[config.mk]
export PLATFORM = sky130hd
export DESIGN_NAME = tmr_voter_top
export DESIGN_NICKNAME = d
export VERILOG_FILES = /design/src/rtl/tmr_pkg.sv /design/src/rtl/tmr_cmp.sv /design/src/rtl/tmr_persist.sv /design/src/rtl/tmr_req_fsm.sv /design/src/rtl/tmr_voter_top.sv
export SDC_FILE = /design/constraint.sdc
export NUM_CORES = 1
export LEC_CHECK = 0
export ABC_CLOCK_PERIOD_IN_PS = 6500
export CAP_MARGIN = 20
export CELL_PAD_IN_SITES_DETAIL_PLACEMENT = 1
export CELL_PAD_IN_SITES_GLOBAL_PLACEMENT = 1
export CORE_ASPECT_RATIO = 0.7
export CORE_UTILIZATION = 30
export DETAILED_ROUTE_END_ITERATION = 10
export PLACE_DENSITY_LB_ADDON = 0.25
export SKIP_LAST_GASP = 1
export SLEW_MARGIN = 25
export SYNTH_ARGS = -nofsm -noshare
export SYNTH_HDL_FRONTEND = slang
export SYNTH_SLANG_ARGS = --single-unit
[constraint.sdc]
create_clock -name clk -period 6.5 [get_ports clk]
set_clock_uncertainty 0.1 [all_clocks]
set_input_delay 0.65 -clock clk [delete_from_list [all_inputs] [get_ports clk]]
set_output_delay 0.65 -clock clk [all_outputs]
set_load 0.01 [all_outputs]
[src/rtl/tmr_pkg.sv]
package tmr_pkg;
  typedef enum logic [1:0] {
    RQ_IDLE   = 2'd0,
    RQ_ASSERT = 2'd1,
    RQ_HOLD   = 2'd2
  } rq_state_e;

  localparam logic [1:0] FID_NONE = 2'd0;
  localparam logic [1:0] FID_CP0  = 2'd1;
  localparam logic [1:0] FID_CP1  = 2'd2;
  localparam logic [1:0] FID_CP2  = 2'd3;
endpackage

[src/rtl/tmr_cmp.sv]
module tmr_cmp #(
  parameter int DATA_W = 8
) (
  input  logic [DATA_W-1:0] d0,
  input  logic [DATA_W-1:0] d1,
  input  logic [DATA_W-1:0] d2,
  input  logic              all_vld,
  output logic [DATA_W-1:0] maj,
  output logic              mismatch,
  output logic              uncorr,
  output logic [1:0]        fid
);
  import tmr_pkg::*;

  logic e01, e02, e12;

  for (genvar i = 0; i < DATA_W; i++) begin : g_bit
    assign maj[i] = (d0[i] & d1[i]) | (d0[i] & d2[i]) | (d1[i] & d2[i]);
  end

  always_comb begin
    e01      = (d0 == d1);
    e02      = (d0 == d2);
    e12      = (d1 == d2);
    mismatch = all_vld && !(e01 && e02);
    uncorr   = all_vld && !e01 && !e02 && !e12;
    fid      = FID_NONE;
    if (mismatch && !uncorr) begin
      if (e12)      fid = FID_CP0;
      else if (e02) fid = FID_CP1;
      else          fid = FID_CP2;
    end
  end
endmodule

[src/rtl/tmr_persist.sv]
module tmr_persist #(
  parameter int CNT_W = 8
) (
  input  logic             clk,
  input  logic             rst,
  input  logic             enable,
  input  logic             sample,
  input  logic             mismatch,
  input  logic [CNT_W-1:0] thr,
  output logic             hit
);
  localparam logic [CNT_W-1:0] CNT_MAX = '1;
  localparam logic [CNT_W-1:0] ONE     = CNT_W'(1);

  logic [CNT_W-1:0] cnt, cnt_inc, thr_eff;

  always_comb begin
    thr_eff = (thr == '0) ? ONE : thr;
    cnt_inc = (cnt == CNT_MAX) ? cnt : cnt + ONE;
    hit     = enable && sample && mismatch && (cnt_inc >= thr_eff);
  end

  always_ff @(posedge clk) begin
    if (rst || !enable) cnt <= '0;
    else if (sample) begin
      if (!mismatch || hit) cnt <= '0;
      else                  cnt <= cnt_inc;
    end
  end

  // a cycle without all copies valid leaves the count unchanged
  a_r4_hold: assert property (@(posedge clk) disable iff (rst)
    (enable && !sample && !$past(rst)) |=> (cnt == $past(cnt) || !$past(enable)))
    else $error("a_r4_hold");
endmodule

[src/rtl/tmr_req_fsm.sv]
module tmr_req_fsm (
  input  logic clk,
  input  logic rst,
  input  logic trig,
  input  logic ack,
  input  logic done,
  output logic req,
  output logic idle
);
  import tmr_pkg::*;

  rq_state_e state, state_nx;

  always_comb begin
    state_nx = state;
    case (state)
      RQ_IDLE:   if (trig) state_nx = RQ_ASSERT;
      RQ_ASSERT: if (ack)  state_nx = RQ_HOLD;
      RQ_HOLD:   if (done) state_nx = RQ_IDLE;
      default:   state_nx = RQ_IDLE;
    endcase
  end

  always_ff @(posedge clk) begin
    if (rst) state <= RQ_IDLE;
    else     state <= state_nx;
  end

  assign req  = (state == RQ_ASSERT);
  assign idle = (state == RQ_IDLE);

  a_r6_hold: assert property (@(posedge clk) disable iff (rst)
    (req && !ack) |=> req) else $error("a_r6_hold");
  a_r6_drop: assert property (@(posedge clk) disable iff (rst)
    (req && ack) |=> !req) else $error("a_r6_drop");
  a_r7_masked: assert property (@(posedge clk) disable iff (rst)
    (state == RQ_HOLD && !done) |=> !req) else $error("a_r7_masked");
  a_r5_cause: assert property (@(posedge clk) disable iff (rst)
    (!$past(rst) && $rose(req)) |-> $past(trig)) else $error("a_r5_cause");
endmodule

[src/rtl/tmr_voter_top.sv]
module tmr_voter_top #(
  parameter int DATA_W = 8,
  parameter int CNT_W  = 8
) (
  input  logic              clk,
  input  logic              rst,
  input  logic [DATA_W-1:0] cp0_data,
  input  logic [DATA_W-1:0] cp1_data,
  input  logic [DATA_W-1:0] cp2_data,
  input  logic              cp0_vld,
  input  logic              cp1_vld,
  input  logic              cp2_vld,
  input  logic              cp0_err,
  input  logic              cp1_err,
  input  logic              cp2_err,
  input  logic [CNT_W-1:0]  persist_cfg,
  output logic [DATA_W-1:0] vote_data,
  output logic              vote_vld,
  output logic [1:0]        fault_id,
  output logic              uncorr,
  output logic              reconf_req,
  input  logic              reconf_ack,
  input  logic              reconf_done
);
  logic              all_vld, two_vld;
  logic [DATA_W-1:0] maj_c;
  logic              mism_c, unc_c, hit, idle, trig;
  logic [1:0]        fid_c;

  assign all_vld = cp0_vld & cp1_vld & cp2_vld;
  assign two_vld = (cp0_vld & cp1_vld) | (cp0_vld & cp2_vld) | (cp1_vld & cp2_vld);

  tmr_cmp #(.DATA_W(DATA_W)) u_cmp (
    .d0(cp0_data), .d1(cp1_data), .d2(cp2_data), .all_vld(all_vld),
    .maj(maj_c), .mismatch(mism_c), .uncorr(unc_c), .fid(fid_c)
  );

  tmr_persist #(.CNT_W(CNT_W)) u_persist (
    .clk(clk), .rst(rst), .enable(idle), .sample(all_vld),
    .mismatch(mism_c), .thr(persist_cfg), .hit(hit)
  );

  assign trig = hit | unc_c | cp0_err | cp1_err | cp2_err;

  tmr_req_fsm u_fsm (
    .clk(clk), .rst(rst), .trig(trig), .ack(reconf_ack), .done(reconf_done),
    .req(reconf_req), .idle(idle)
  );

  always_ff @(posedge clk) begin
    if (rst) begin
      vote_data <= '0;
      vote_vld  <= 1'b0;
      fault_id  <= 2'd0;
      uncorr    <= 1'b0;
    end else begin
      vote_data <= maj_c;
      vote_vld  <= two_vld;
      fault_id  <= fid_c;
      uncorr    <= unc_c;
    end
  end

  // three agreeing valid copies give that word and no odd copy
  a_r2_agree: assert property (@(posedge clk) disable iff (rst)
    (all_vld && cp0_data == cp1_data && cp1_data == cp2_data)
      |=> (vote_data == $past(cp0_data) && fault_id == 2'd0 && !uncorr))
    else $error("a_r2_agree");
  // two matching valid copies always win
  a_r1_pair: assert property (@(posedge clk) disable iff (rst)
    (cp0_vld && cp1_vld && cp0_data == cp1_data) |=> (vote_vld && vote_data == $past(cp0_data)))
    else $error("a_r1_pair");
  // uncorrectable never names a copy
  a_r3_code: assert property (@(posedge clk) disable iff (rst)
    uncorr |-> (fault_id == 2'd0 && vote_vld)) else $error("a_r3_code");
endmodule

# --- Word-level counts from Yosys, hierarchy flattened ---
# Index checks and enable logic that the tools add are counted.
classes:
  eq_ne: 9
  n_reduce_logical: 23
  n_bitwise: 51
  order_cmp: 1
  n_mul: 0
  n_addsub: 1
  shift: 0
  div: 0
  mux: 9
ops:
  columns: ["operator", "count"]
  rows:
  - ["$and 1x1->1", 28]
  - ["$eq 8x8->1", 3]
  - ["$mux 8", 3]
  - ["$or 1x1->1", 22]
  - ["$logic_and 1x1->1", 9]
  - ["$add 8x1->8 const B", 1]
  - ["$eq 8x8->1 const B", 1]
  - ["$ge 8x8->1", 1]
  - ["$logic_not 8->1", 1]
  - ["$logic_not 1->1", 7]
  - ["$mux 2", 3]
  - ["$pmux 2 s3", 1]
  - ["$ne 2x2->1 const B", 2]
  - ["$reduce_and 3->1", 1]
  - ["$reduce_or 3->1", 1]
  - ["$eq 2x1->1 const B", 1]
  - ["$eq 2x2->1 const B", 1]
  - ["$logic_not 2->1", 1]
  - ["$logic_or 1x1->1", 2]
  - ["$mux 1", 2]
  - ["$ne 2x1->1 const B", 1]
  - ["$reduce_or 2->1", 1]
  - ["$not 1->1", 1]
totals:
  wordCells: 101
  regBits: 22
  out_inout_bits: 13
  ramBits: 0
  rom_bits: 0
  inputBits: 42
  latch_bits: 0
  n_memories: 0

# --- Longest topological paths before layout ---
# Gate-level depths: netlist (run 1).
depth:
  word_depth: 12
  mapped_depth: 12
  depth_no_buf: 10

# --- Hierarchy ---
# From an unflattened synthesis (run 1), not the netlist that was laid out.
unflattened:
  cells_unflattened: 179
  area_unflattened_um2: 1676.6
modules_own_cells:
  columns: ["mod", "instances", "seq_area_each_um2", "area_each_um2", "cells_each"]
  rows:
  - ["tmr_persist", 1, 160.2, 726.9, 90]
  - ["tmr_cmp", 1, 0.0, 467.9, 48]
  - ["tmr_voter_top", 1, 240.2, 386.6, 31]
  - ["tmr_req_fsm", 1, 40.0, 95.1, 10]

# --- Worst setup path before layout (run 1) ---
# Ideal clock, no wire load.
synth_timing:
  path_kind: "reg-to-reg"
  startpoint: "reg u_persist.cnt[0]"
  endpoint: "reg u_fsm.state[0]"
  t_required_ps: 6284
  stages_incl_launch_ff: 12
  setup_time_ps: 116
  period_less_slack_ps: 2866
  t_arrival_ps: 2650
  path_buffers: 2
  path_slack_ps: 3634
  path_cell_list: "dfxtp_1 -> ha_1 -> nand4_2 -> or2_1 -> buf_6 -> mux2_1 -> ha_1 -> a2111oi_4 -> o32a_2 -> buf_6 -> o21ai_2 -> o211a_1"
synth_via:
  elab_chain_len: 10
  elab_cells_between_ends: 11
  classes_between: "add/sub: 1; order compare: 1; eq/ne: 2; mux: 1; bitwise: 4; reduce/logical: 2"
synth_rtl:
  columns: ["item", "line_no", "rtl"]
  rows:
  - ["start, declared", "tmr_persist.sv:15", "logic [CNT_W-1:0] cnt, cnt_inc, thr_eff;"]
  - ["start signal, assigned", "tmr_persist.sv:27", "else cnt <= cnt_inc;"]
  - ["$add 8x1->8 / $eq 8x8->1 (equally long branches)", "tmr_persist.sv:19", "cnt_inc = (cnt == CNT_MAX) ? cnt : cnt + ONE;"]
  - ["$mux 8 (*)", "tmr_persist.sv:19", null]
  - ["$ge 8x8->1 (*)", "tmr_persist.sv:20", "hit = enable && sample && mismatch && (cnt_inc >= thr_eff);"]
  - ["$logic_and 1x1->1 (*)", "tmr_persist.sv:20", null]
  - ["$or 1x1->1 (*) (4 in series)", "tmr_voter_top.sv:43", "assign trig = hit | unc_c | cp0_err | cp1_err | cp2_err;"]
  - ["$ne 2x2->1 (no source line) (*)", null, null]
  - ["$reduce_and 3->1 (no source line) (*)", null, null]
  - ["end signal, assigned", "tmr_req_fsm.sv:26", "else state <= state_nx;"]
  - ["end, declared", "tmr_req_fsm.sv:12", "rq_state_e state, state_nx;"]
# Every way passes the cells marked *; elsewhere a longest branch is shown, timed or not.
# A chain may end at the register's enable or synchronous reset.

# --- Final worst setup path (run 1) ---
# Ends and elaborated chain as after synthesis.

==> results_dict.tcl, run 1 <==
set metrics [dict create \
    critPathTopFamily "compound AO/OA/AOI/OAI gates" \
    post-route-min-period_ns 3.19 \
    grt_antenna_before_repair 0 \
    synth_top_flop_cell "sky130_fd_sc_hd__dfxtp_1" \
    drc 0 \
    post_synthesis_xor_xnor_area_fraction_pct 2.10 \
    dpl.hpwl_mm 3.92 \
    element_type_at_the_critical_path_start "register" \
    rows 22 \
    power_leakage_nw 0.959 \
    fmaxAchievable_ghz 0.313 \
    total_routing_usage_gr_pct 17.2 \
    post_synth_num_cell_types 43 \
    hold_path.class "reg2reg" \
    design.final.nets 317 \
    postSynthNetCount 265 \
    syn_inst 190 \
    hold_path_end "u_persist.cnt[7]$_SDFFE_PP0P_" \
    cp_num_cells 9 \
    cts_hold_buf 0 \
    crit_required_ns 6.56 \
    syn_area_mm2 0.00167 \
    timing.final.setup_violations 0 \
    first_iter_violations 34 \
    ant_cells 0 \
    clkTransAtPathRegs_ns 0.08 \
    start_util_pct 31.5 \
    finalCoreUtilization_pct 43.4 \
    worst_path_most_repeated_cell "sky130_fd_sc_hd__ha_1" \
    syn_avg_cell_area_um2 8.77 \
    crit_arrival_ns 3.26 \
    cts.sink_count 22 \
    hold_path.startpoint "u_persist.cnt[7]$_SDFFE_PP0P_" \
    critPathSlowestCell "sky130_fd_sc_hd__dfxtp_1" \
    cts_setup_buffers 0 \
    clock_insertion_delay_worst_skew_ns 0.27 \
    die_y_um 64.4 \
    drive_above_1_share_pct 5.83 \
    design_area_mm2 0.00230 \
    postSynth.asyncResetShare_pct 0 \
    yosysWarningCount 0 \
    ir_drop_mv 0.0797 \
    yosys-mux-area-fraction_pct 1.35 \
    die_ar_mm2 0.00586 \
    power_density_mw_per_mm2 137 \
    cts-resized-gates 0 \
    crit_chain "ha_1 > nand4_2 > or2_1 > mux2_1 > ha_1 > a2111oi_4 > o32a_2 > a211oi_1 > o211a_1" \
    finalSetupTns_ns 0 \
    timing.hold.worst_path_depth 2 \
    final_hold_viol_count 0 \
    wl_mm 4.80 \
    timing.rr.start "u_persist.cnt[0]$_SDFFE_PP0P_" \
    portBuffers 54 \
    timing_worst_setup_path_type "reg2reg" \
    via_per_inst 5.11 \
    slew_headroom_pct 58.0 \
    grt_max_degree 17 \
    core_region_area_mm2 0.00529 \
    cts_buffer_depth 2 \
    placement.cell_area_mm2 0.00225 \
    synth_simple_gate_area_share_pct 27.6 \
    synth-edff-count 0 \
    critical-path-max-stage-delay_ns 0.46 \
    seq_area_frac_synth_pct 26.4 \
    tritoncts "yes" \
    wl_per_cell_um 15.4 \
    via_count 1595 \
    drt.antenna.violating_nets 0 \
    gr-total-overflow 0 \
    cts-root-buf "sky130_fd_sc_hd__clkbuf_8" \
    drt_first_pass_iters 4 \
    tightest_slew_ns 0.628 \
    rsz0062_at_grt "false" \
    post-place-cells 309 \
    cap_violations 0 \
    flow.area_growth_from_synthesis_pct 37.8 \
    postSynthRegisterBits 22 \
    post_route_clock_period_utilization_pct 49.1 \
    finalNonFillerCells 312 \
    place.gp.congestion 0.737 \
    path_buf_inv 0 \
    cts_buffers 3 \
    drv_slew 0 \
    htree_num_levels 1 \
    rrSetupSlack_ns 3.31 \
    synthAdderAreaFrac_pct 24.8 \
    floorplan.die.width_um 91.1 \
    grt_pass1_vias 1615 \
    combinational_family_with_the_most_area_after_synthesis "simple AND/OR/NAND/NOR gates" \
    endpoint_kind "register" \
    reg2reg_depth 9 \
    wire_length_of_the_first_global_routing_pass_mm 7.88 \
    io_pins 55 \
    result_of_the_run "finished clean" \
    synth_compound_area_share_pct 13.6 \
    worstReg2RegEnd "u_fsm.state[0]$_SDFFE_PP0P_" \
    critical_path_peak_fanout 11 \
]
-- cells in the final DEF, fill, tap and decap left out, drive strengths merged, types with 4 or more instances in the layout --
cell / netlist / final
and3: 6 / 6
nor2: 18 / 18
nand2: 16 / 16
nor4: 10 / 10
a21oi: 7 / 7
inv: 7 / 7
clkdlybuf4s50: 0 / 54
nand4: 5 / 5
ha: 33 / 33
nor3: 12 / 12
a31oi: 4 / 4
nand3: 10 / 10
o21ai: 4 / 4
dfxtp: 22 / 22
xnor2: 4 / 4
-- worst min-delay path, stage by stage, from the launching register on --
cell                      delay, ns
sky130_fd_sc_hd__dfxtp_1       0.36
sky130_fd_sc_hd__nand2_1       0.07
sky130_fd_sc_hd__a21oi_1       0.05
-- synthesized netlist by cell type, types with 3 or more instances --
library cell / instances / share of area [%]
sky130_fd_sc_hd__a31oi_1: 4 / 1.5
sky130_fd_sc_hd__nand2_1: 16 / 3.6
sky130_fd_sc_hd__dfxtp_1: 22 / 26
sky130_fd_sc_hd__nand3_1: 8 / 2.4
sky130_fd_sc_hd__a21oi_1: 7 / 2.1
sky130_fd_sc_hd__and3_1: 6 / 2.3
sky130_fd_sc_hd__nor3_1: 11 / 3.3
sky130_fd_sc_hd__ha_1: 33 / 25
sky130_fd_sc_hd__nor2_1: 18 / 4.1
sky130_fd_sc_hd__o211ai_1: 3 / 1.4
sky130_fd_sc_hd__inv_1: 7 / 1.6
sky130_fd_sc_hd__nor4_1: 10 / 3.8
sky130_fd_sc_hd__nand4_1: 4 / 1.5
sky130_fd_sc_hd__xnor2_1: 4 / 2.1
sky130_fd_sc_hd__clkbuf_1: 4 / 0.90
-- routing by layer --
metal,vias to the layer above,routed length (µm),track usage [%]
met4,0,29,2.98
met3,4,152,3.33
met1,746,2390,22.5
li1,815,-,-
met2,30,2230,29.7
met5,-,0,0
-- kinds of logic after synthesis --
logic type | Yosys count
xor gates and xnor gates | 4
muxes | 2
DFF | 22
buffers and inverters | 14
and+or+nand+nor | 86
AOI/OAI and AO/OA | 29
adders and majority gates | 33
-- area by class of cell --
type	count	area, µm²
Inverter	7	26.3
Fill cell	634	2990
Timing Repair Buffer	54	541
Sequential cell	22	440
Clock buffer	3	41.3
Multi-Input combinational cell	154	1160
Tap cell	72	90.1
-- metrics by stage --
stage / hold slack [ns] / setup slack [ns] / power [W]
2_1_floorplan: 0.365 / 3.63 / 0.000179
3_3_place_gp: 0.401 / 3.33 / 0.000228
3_5_place_dp: 0.402 / 3.17 / 0.000231
4_1_cts: 0.419 / 3.33 / 0.000319
5_1_grt: 0.440 / 3.11 / 0.000331
6_report: 0.419 / 3.31 / 0.000314
-- sequential cells by signal (all words and copies together) (netlist names) --
name and cells:
fault_id 2, u_fsm.state 2, u_persist.cnt 8, uncorr 1, vote_data 8, vote_vld 1
-- worst max path at each step --
| stage | start | to | slack (ns) |
|---|---|---|---|
| after floorplan | u_persist.cnt[0]$_SDFFE_PP0P_ | u_fsm.state[0]$_SDFFE_PP0P_ | 3.63 |
| after global placement | persist_cfg[5] | u_fsm.state[0]$_SDFFE_PP0P_ | 3.33 |
| after detailed placement | persist_cfg[4] | u_fsm.state[0]$_SDFFE_PP0P_ | 3.17 |
| after CTS | u_persist.cnt[0]$_SDFFE_PP0P_ | u_fsm.state[0]$_SDFFE_PP0P_ | 3.33 |
| after global routing | u_persist.cnt[0]$_SDFFE_PP0P_ | u_fsm.state[0]$_SDFFE_PP0P_ | 3.11 |
| final | u_persist.cnt[0]$_SDFFE_PP0P_ | u_fsm.state[0]$_SDFFE_PP0P_ | 3.31 |
-- power by group --
| part | switching [W] | total (W) | internal, W |
|---|---|---|---|
| clock network | 0.0000450 | 0.0000864 | 0.0000415 |
| logic | 0.0000359 | 0.0000840 | 0.0000481 |
| registers | 0.00000318 | 0.000143 | 0.000140 |
(Power assumes the default switching activity.)
==> run 2, diff against run 1 <==
Settings changed: ABC_CLOCK_PERIOD_IN_PS 6500 to 2800.
Clock period 6.5 ns to 2.8 ns, I/O delays scaled along.
==> run 2 against run 1 <==
Effect of this change:
- cell count increased by 7.7%
- global-route usage increased by 2.6 points
- critical endpoint is now u_persist.cnt[2]$_SDFFE_PP0P_
- clock-buffer cell count unchanged
- total power increased to 2.7 times the previous value
- die area unchanged
- sequential cell count unchanged
- largest cell class unchanged
- first-iteration DRC count increased by 8.8%
==> results_dict.tcl, run 2 (synthesis results as in run 1) <==
set metrics [dict create \
    timing.hold.worst_path_depth 2 \
    pwr-share-clk_pct 35.9 \
    clock_insertion_delay_worst_skew_ns 0.27 \
    cts-root-buf "sky130_fd_sc_hd__clkbuf_8" \
    crit_required_ns 2.84 \
    drt-met1-wl_mm 2.68 \
    die_y_um 64.4 \
    ant_cells 0 \
    power_leakage_nw 1.09 \
    path_buf_inv 0 \
    critical-path-max-stage-delay_ns 0.44 \
    core_region_area_mm2 0.00529 \
    element_type_at_the_critical_path_start "register" \
    timing.final.setup_violations 0 \
    gr-total-overflow 0 \
    switchingPower_w 0.000206 \
    drv_slew 0 \
    drt.antenna.violating_nets 0 \
    clkTransAtPathRegs_ns 0.08 \
    cp_num_cells 9 \
    via_per_inst 5.13 \
    final_hold_viol_count 0 \
    finalSetupTns_ns 0 \
    io_pins 55 \
    dr_wl_met2_mm 2.54 \
    endpoint_kind "register" \
    portBuffers 54 \
    wire_length_of_the_first_global_routing_pass_mm 9.12 \
    power_density_mw_per_mm2 320 \
    crit_arrival_ns 2.75 \
    drt_first_pass_iters 4 \
    flow.area_growth_from_synthesis_pct 57.6 \
    fmaxAchievable_ghz 0.369 \
    drc 0 \
    design.final.nets 340 \
    rows 22 \
    post_route_clock_period_utilization_pct 96.7 \
    fin_hold_ws_ns 0.451 \
    grt_pass1_vias 1894 \
    worst_setup_path_startpoint "u_persist.cnt[5]$_SDFFE_PP0P_" \
    cts_buffer_depth 2 \
    layout_commonest_cell "sky130_fd_sc_hd__clkdlybuf4s50_1" \
    critical_path_peak_fanout 5 \
    via_count 1722 \
    grt_antenna_before_repair 0 \
    htree_num_levels 1 \
    timing.rr.start "u_persist.cnt[5]$_SDFFE_PP0P_" \
    internal_power_w 0.000635 \
    cts_hold_buf 0 \
    design_area_mm2 0.00263 \
    slew_headroom_pct 58.9 \
    critPathSlowestCell "sky130_fd_sc_hd__dfxtp_1" \
    critPathTopFamily "compound AO/OA/AOI/OAI gates" \
    result_of_the_run "finished clean" \
    drive_above_1_share_pct 20.1 \
    reg2reg_depth 9 \
    grt_max_degree 17 \
    die_ar_mm2 0.00586 \
    comb_power_share_pct 24.6 \
    met3_wirelength_um 191 \
    floorplan.die.width_um 91.1 \
    first_iter_violations 37 \
    ir_drop_mv 0.176 \
    placement.cell_area_mm2 0.00242 \
    start_util_pct 31.5 \
    crit_chain "nand2_1 > nor3_1 > mux2_2 > ha_4 > and3_4 > o31ai_4 > o32a_2 > a31oi_1 > nor3_2" \
    wl_per_cell_um 16.2 \
    routed.top_layer "met4" \
    most_frequent_cells_in_the_layout "sky130_fd_sc_hd__clkdlybuf4s50_1 (54), sky130_fd_sc_hd__ha_1 (29), sky130_fd_sc_hd__buf_4 (22)" \
    switching_share_pct 24.5 \
    tritoncts "yes" \
    dpl.hpwl_mm 4.20 \
    place.gp.congestion 0.818 \
    cap_violations 0 \
    total_routing_usage_gr_pct 19.8 \
    cts_buffers 3 \
    hold_path.class "reg2reg" \
    power.sequential.fraction_pct 39.5 \
    cts.sink_count 22 \
    top_regs "u_persist.cnt (8), vote_data (8)" \
    timing_worst_setup_path_type "reg2reg" \
    hold_path.startpoint "u_persist.cnt[7]$_SDFFE_PP0P_" \
    post-route-min-period_ns 2.71 \
    wl_mm 5.43 \
    tightest_slew_ns 0.615 \
]
[run 2: worst paths after layout]
path	slack [ns]	end
worst max register to register	0.09	u_persist.cnt[2]$_SDFFE_PP0P_
worst min register to register	0.45	u_persist.cnt[7]$_SDFFE_PP0P_
worst max-delay path	0.09	u_persist.cnt[2]$_SDFFE_PP0P_
worst min-delay path	0.45	u_persist.cnt[7]$_SDFFE_PP0P_
[run 2: metrics by stage]
stage                     utilization (%)  setup WS, ns  power (W)  std cells
after global routing                 49.7       -0.0147   0.000886        336
final                                49.7        0.0925   0.000841        336
after CTS                            48.6       0.00352   0.000849        336
after global placement               45.7       -0.0160   0.000531        330
after detailed placement             45.7        -0.109   0.000535        330
after floorplan                         -        0.0152   0.000416        190
[run 2: metal layers]
| metal | up-vias | track usage, % |
|---|---|---|
| met3 | 4 | 4.05 |
| met5 | - | 0 |
| met1 | 820 | 25.7 |
| met4 | 0 | 2.98 |
| li1 | 863 | - |
| met2 | 35 | 34.4 |
[run 2: final cells by class]
class	count	area (µm²)
clock buffers	3	41.3
clock inverters	1	30.0
fillers	621	2660
inverters	7	26.3
multi-input cells	155	1280
flip-flops and latches	22	449
well taps	72	90.1
repair buffers	76	706
[run 2: repair_timing]
action | 4_1_cts | 5_1_grt
setup buffers | 1 | 0
setup endpoints to repair | 9 | 9
resized for setup | 10 | 9
gates cloned | 1 | 0
pin swaps | 5 | 8
[run 2: power by group through the flow]
stage | combinational [W] | sequential (W) | clock, W
floorplan | 0.0000719 | 0.000344 | 0
global placement | 0.000191 | 0.000341 | 0
detailed placement | 0.000195 | 0.000340 | 0
CTS | 0.000207 | 0.000332 | 0.000310
global route | 0.000228 | 0.000334 | 0.000324
finish | 0.000207 | 0.000332 | 0.000302
[run 2: worst reg2reg max path, stage by stage (launching register included)]
cell	delay, ns
sky130_fd_sc_hd__dfxtp_1	0.44
sky130_fd_sc_hd__nand2_1	0.08
sky130_fd_sc_hd__nor3_1	0.21
sky130_fd_sc_hd__mux2_2	0.40
sky130_fd_sc_hd__ha_4	0.29
sky130_fd_sc_hd__and3_4	0.22
sky130_fd_sc_hd__o31ai_4	0.08
sky130_fd_sc_hd__o32a_2	0.43
sky130_fd_sc_hd__a31oi_1	0.27
sky130_fd_sc_hd__nor3_2	0.06
